### src/rtl/pwm_pkg.sv
package pwm_pkg;

  // Action applied to the output flip-flop on an edge
  typedef enum logic [1:0] {
    FLOP_HOLD  = 2'd0,
    FLOP_SET   = 2'd1,
    FLOP_CLEAR = 2'd2
  } flop_act_t;

  // Resolve set/clear requests: clear has priority (zero duty stays low)
  function automatic flop_act_t resolve_act(input logic set_req, input logic clr_req);
    if (clr_req)      return FLOP_CLEAR;
    else if (set_req) return FLOP_SET;
    else              return FLOP_HOLD;
  endfunction

endpackage

### src/rtl/pwm_wrap_counter.sv
module pwm_wrap_counter #(
  parameter int W = 8
) (
  input  logic         clk,
  input  logic         rst_n,
  output logic [W-1:0] cnt,
  output logic [W-1:0] cnt_next,
  output logic         wrap
);
  localparam logic [W-1:0] CNT_MAX = '1;

  assign cnt_next = cnt + 1'b1;
  assign wrap     = (cnt == CNT_MAX);

  always_ff @(posedge clk or negedge rst_n) begin
    if (!rst_n) cnt <= '0;
    else        cnt <= cnt_next;
  end

  // every wrap returns the counter to zero on the following edge
  a_r2_wrap_to_zero: assert property (@(posedge clk) disable iff (!rst_n)
    wrap |=> (cnt == '0));

endmodule

### src/rtl/pwm_duty_latch.sv
module pwm_duty_latch #(
  parameter int W = 8
) (
  input  logic         clk,
  input  logic         rst_n,
  input  logic         load,
  input  logic [W-1:0] duty_in,
  output logic [W-1:0] duty_q,
  output logic [W-1:0] duty_eff
);
  // Value in force for the coming counter step
  assign duty_eff = load ? duty_in : duty_q;

  always_ff @(posedge clk or negedge rst_n) begin
    if (!rst_n)    duty_q <= '0;
    else if (load) duty_q <= duty_in;
  end

  // captured duty changes only across a wrap edge
  a_r6_duty_held: assert property (@(posedge clk) disable iff (!rst_n)
    !load |=> $stable(duty_q));

endmodule

### src/rtl/pwm_setclr_flop.sv
module pwm_setclr_flop
  import pwm_pkg::*;
(
  input  logic clk,
  input  logic rst_n,
  input  logic set_req,
  input  logic clr_req,
  output logic q
);
  flop_act_t act;

  assign act = resolve_act(set_req, clr_req);

  always_ff @(posedge clk or negedge rst_n) begin
    if (!rst_n) q <= 1'b0;
    else begin
      case (act)
        FLOP_SET:   q <= 1'b1;
        FLOP_CLEAR: q <= 1'b0;
        default:    q <= q;
      endcase
    end
  end

  // a clear request always leaves the output low
  a_r4_clear_wins: assert property (@(posedge clk) disable iff (!rst_n)
    clr_req |=> !q);

endmodule

### src/rtl/pwm_duty_gen.sv
module pwm_duty_gen #(
  parameter int W = 8
) (
  input  logic         clk,
  input  logic         rst_n,
  input  logic [W-1:0] duty_in,
  output logic         pwm_out
);
  localparam logic [W-1:0] CNT_MAX = '1;

  logic [W-1:0] cnt;
  logic [W-1:0] cnt_next;
  logic         wrap;
  logic [W-1:0] duty_q;
  logic [W-1:0] duty_eff;
  logic         clr_req;

  pwm_wrap_counter #(.W(W)) u_counter (
    .clk      (clk),
    .rst_n    (rst_n),
    .cnt      (cnt),
    .cnt_next (cnt_next),
    .wrap     (wrap)
  );

  pwm_duty_latch #(.W(W)) u_duty (
    .clk      (clk),
    .rst_n    (rst_n),
    .load     (wrap),
    .duty_in  (duty_in),
    .duty_q   (duty_q),
    .duty_eff (duty_eff)
  );

  // Clear when the counter steps into the duty value (N-1 -> N).
  // For N = 0 this coincides with the wrap edge.
  assign clr_req = (cnt_next == duty_eff);

  pwm_setclr_flop u_flop (
    .clk     (clk),
    .rst_n   (rst_n),
    .set_req (wrap),
    .clr_req (clr_req),
    .q       (pwm_out)
  );

  // leaving reset, output low and counter at zero
  a_r1_reset_state: assert property (@(posedge clk)
    $rose(rst_n) |-> (!pwm_out && cnt == '0));

  // output rises only at the start of a period
  a_r2_rise_at_wrap: assert property (@(posedge clk) disable iff (!rst_n)
    $rose(pwm_out) |-> (cnt == '0));

  // output falls exactly where the counter equals the captured duty
  a_r3_fall_at_duty: assert property (@(posedge clk) disable iff (!rst_n)
    $fell(pwm_out) |-> (cnt == duty_q));

  // a zero captured duty keeps the output low
  a_r4_zero_low: assert property (@(posedge clk) disable iff (!rst_n)
    (duty_q == '0) |-> !pwm_out);

  // last step of every period is low, even at full duty
  a_r5_low_at_top: assert property (@(posedge clk) disable iff (!rst_n)
    (cnt == CNT_MAX) |-> !pwm_out);

endmodule

### config.mk
export PLATFORM = sky130hd
export DESIGN_NAME = pwm_duty_gen
export DESIGN_NICKNAME = d
export VERILOG_FILES = /design/src/rtl/pwm_pkg.sv /design/src/rtl/pwm_wrap_counter.sv /design/src/rtl/pwm_duty_latch.sv /design/src/rtl/pwm_setclr_flop.sv /design/src/rtl/pwm_duty_gen.sv
export SDC_FILE = /design/constraint.sdc
export NUM_CORES = 1
export LEC_CHECK = 0
export BUFFER_PORTS_ARGS = -buffer_cell sky130_fd_sc_hd__buf_2
export CAP_MARGIN = 20
export CELL_PAD_IN_SITES_DETAIL_PLACEMENT = 0
export CELL_PAD_IN_SITES_GLOBAL_PLACEMENT = 1
export CORE_MARGIN = 1
export CORE_UTILIZATION = 44
export CTS_CLUSTER_DIAMETER = 60
export CTS_CLUSTER_SIZE = 24
export DETAILED_ROUTE_END_ITERATION = 6
export HOLD_SLACK_MARGIN = 0.05
export PLACE_DENSITY = 0.76
export SYNTH_ARGS = -nofsm -noshare
export SYNTH_HDL_FRONTEND = slang
export SYNTH_HIERARCHICAL = 1
export SYNTH_SLANG_ARGS = --single-unit
### constraint.sdc
create_clock -name clk -period 2.67 [get_ports clk]
set_input_delay 0.801 -clock clk [delete_from_list [all_inputs] [get_ports clk]]
set_output_delay 0.801 -clock clk [all_outputs]
set_load 0.02 [all_outputs]
==> results.py <==
metrics = {
    "timing": {
        "finalHoldViolCount": 0,
        "tightest_slew_ns": 0.370,
        "finalCriticalPeriod_ns": 2.37,
        "rsz0062_at_grt": "no",
        "slew_violations": 0,
        "fin_crit_sh_pct": 88.6,
        "finalSetupViolCount": 0,
        "max_freq_ghz": 0.423,
        "setup_tns_ns": 0,
        "relSlewSlack_pct": 75.4,
        "finalClockSkew_ns": 0.00549,
    },
    "clock_network": {
        "hold_buffers": 0,
        "cts_max_level": 1,
        "post_cts_buffers": 0,
        "cts.reportedPaths.clkPinSlew_ns": 0.09,
        "cts_sinks": 17,
        "cts_made_buffers": 3,
        "cts_resized": 0,
        "clk_latency_ns": 0.28,
        "cts_tree": "built",
        "max-clock-path-buffers": 2,
        "clock_tree.root_cell": "clkbuf_4",
    },
    "die": {
        "io_pins": 11,
        "start_util_pct": 49.3,
        "die_y_um": 44.0,
        "dieArea_sq_um": 1940,
        "core_area_sq_um": 1580,
        "core.rowCount": 14,
        "die_w_um": 44.0,
    },
    "synth": {
        "synth_warnings": 6,
        "postSynthCellCount": 56,
        "avgSynthCellArea_sq_um": 13.9,
        "ys_seq_elements": 17,
        "ys_seq_area_share_pct": 54.8,
        "synthXorXnorAreaFrac_pct": 15.8,
        "syn_area_sq_um": 777,
        "synth_top_family_by_area": "XOR/XNOR gates",
        "synthAdderAreaFrac_pct": 1.61,
        "yosys.area_share.simple_pct": 8.70,
        "synth.area.mux_share_pct": 15.5,
        "synth.distinct_cells": 15,
        "synth_compound_gate_area_share_pct": 1.29,
        "synth_nets": 67,
    },
    "pwr": {
        "power.density_nw_per_um2": 459,
        "vdd_drop_max_mv": 0.317,
        "total_leakage_power_nw": 0.405,
    },
    "layout": {
        "stdcell_count": 86,
        "fill_cells": 140,
        "drive_above_1_share_pct": 34.3,
        "layout_common_cells": "17 x dfrtp_1, 11 x xnor2_1, 10 x buf_2, 8 x mux2_4",
        "finish.instance_area_sq_um": 870,
        "final_common_cell": "dfrtp_1",
        "area_growth_pct": 11.9,
        "layout.nets": 82,
        "n_antenna_cell": 0,
    },
    "setup_path": {
        "cp_slowest_cell": "dfrtp_1",
        "crit_chain": "ha_1 > nand2_1 > nor2_1 > and3_1 > buf_4 > mux2_4 > xnor2_1 > nand4_1 > nor2_1 > o21ba_1",
        "max_stage_delay_ns": 0.41,
        "critPathKind": "reg -> reg",
        "cpMostUsedCell": "nor2_1",
        "critPathTopFamily": "simple AND/OR/NAND/NOR gates",
        "arrival_ns": 2.55,
        "cp.required_ns": 2.85,
        "r2r_cells": 10,
        "critPathBufInv": 1,
        "worstSetupEndpointType": "register",
        "crit_fanout": 5,
        "cp-start-kind": "register",
        "cp_num_cells": 10,
    },
    "drt": {
        "drcViolationCount": 0,
        "drt_iter0_markers": 5,
        "ant_nets": 0,
        "wl_per_cell_um": 13.6,
        "viasPerCell": 5.08,
        "wl_met3_um": 31,
        "drt_first_pass_iters": 4,
        "routed_wirelength_um": 1170,
        "vias": 437,
        "wl_met1_um": 582,
        "wl_met2_um": 547,
        "top_layer": "met4",
    },
    "global_route": {
        "antenna_found_initial": 0,
        "grt_max_degree": 18,
        "grt_use_total_pct": 15.5,
        "grt_pass1_vias": 458,
        "grt_pass1_wl_um": 2070,
        "gr-total-overflow": 0,
    },
    "run_status": {
        "status": "complete, no violations",
    },
    "place": {
        "placed_area_sq_um": 843,
        "dpl.cell_count": 82,
        "port_buffers": 10,
        "hpwl_um": 907,
        "place_congestion": 0.691,
    },
    "hold_path": {
        "hp-class": "in -> async",
    },
    "run": {
        "drv_cap": 0,
    },
}
-- Yosys cell counts --
master,n,share of area [%]
nand3_2,1,1.3
nand4_1,2,1.6
buf_6,1,1.4
nand2_1,2,0.97
xor2_1,3,3.4
nor3_2,1,1.3
mux2_4,8,15
o21ba_1,1,1.3
ha_1,1,1.6
nor2_1,3,1.4
inv_1,2,0.97
nand3_1,2,1.3
and3_1,1,0.81
dfrtp_1,17,55
xnor2_1,11,12
-- cells by family (layout without fill, tap and decap cells) --
family                     after synthesis  in the layout
muxes                                    8              8
AOI/OAI and AO/OA                        1              1
adders and majority gates                1              1
buffers and inverters                    3             17
and+or+nand+nor                         12             12
DFF                                     17             17
xor gates and xnor gates                14             14
-- routing by layer --
layer / up-vias / track usage (%)
li1: 213 / -
met1: 217 / 20.8
met2: 5 / 22.9
met3: 2 / 2.45
met4: 0 / 10.9
met5: - / 0
-- registers in the layout (all words and copies together), names as in the netlist --
register,count
u_counter/cnt,8
u_duty/duty_q,8
u_flop/q,1
-- per-stage QoR --
| stage | hold WS, ns | worst slack (ns) | utilization [%] | total power, W |
|---|---|---|---|---|
| 6_report | 0.419 | 0.304 | 55.2 | 0.000399 |
| 5_1_grt | 0.440 | 0.169 | 55.2 | 0.000419 |
| 4_1_cts | 0.425 | 0.297 | 55.2 | 0.000405 |
| 3_5_place_dp | 0.471 | 0.318 | 53.5 | 0.000274 |
| 3_3_place_gp | 0.467 | 0.325 | 53.5 | 0.000274 |
| 2_1_floorplan | 0.465 | 0.693 | - | 0.000263 |
-- final cells by class --
class	instances	area, sq um	area share (%)
multi-input combinational	36	333	38.3
tap	16	20.0	2.30
clock buffer	4	26.3	3.02
timing repair buffer	11	57.6	6.62
inverter	2	7.51	0.863
sequential	17	425	48.9
-- report_power, final --
part	switching, W	internal [W]	total [W]
Combinational	0.00000625	0.00000482	0.0000111
Sequential	0	0.000257	0.000257
Clock	0.0000728	0.0000579	0.000131
Total	0.0000790	0.000320	0.000399
-- path summary, 6_finish.rpt --
path	startpoint	slack (ns)	end
setup / recovery	u_counter/cnt[0]	0.30	u_flop/q
hold / removal	rst_n	0.42	u_counter/cnt[5]
setup reg to reg	u_counter/cnt[0]	0.30	u_flop/q
hold reg to reg	u_flop/q	0.49	u_flop/q
max in group asynchronous	rst_n	1.98	u_counter/cnt[7]
min in group clk	u_flop/q	0.49	u_flop/q
-- worst register-to-register path: stages, from the launching register on --
cell and delay (ns):
dfrtp_1 0.41, ha_1 0.22, nand2_1 0.07, nor2_1 0.16, and3_1 0.35, buf_4 0.23
mux2_4 0.32, xnor2_1 0.16, nand4_1 0.12, nor2_1 0.09, o21ba_1 0.14
Power figures use the tool's default switching activity.
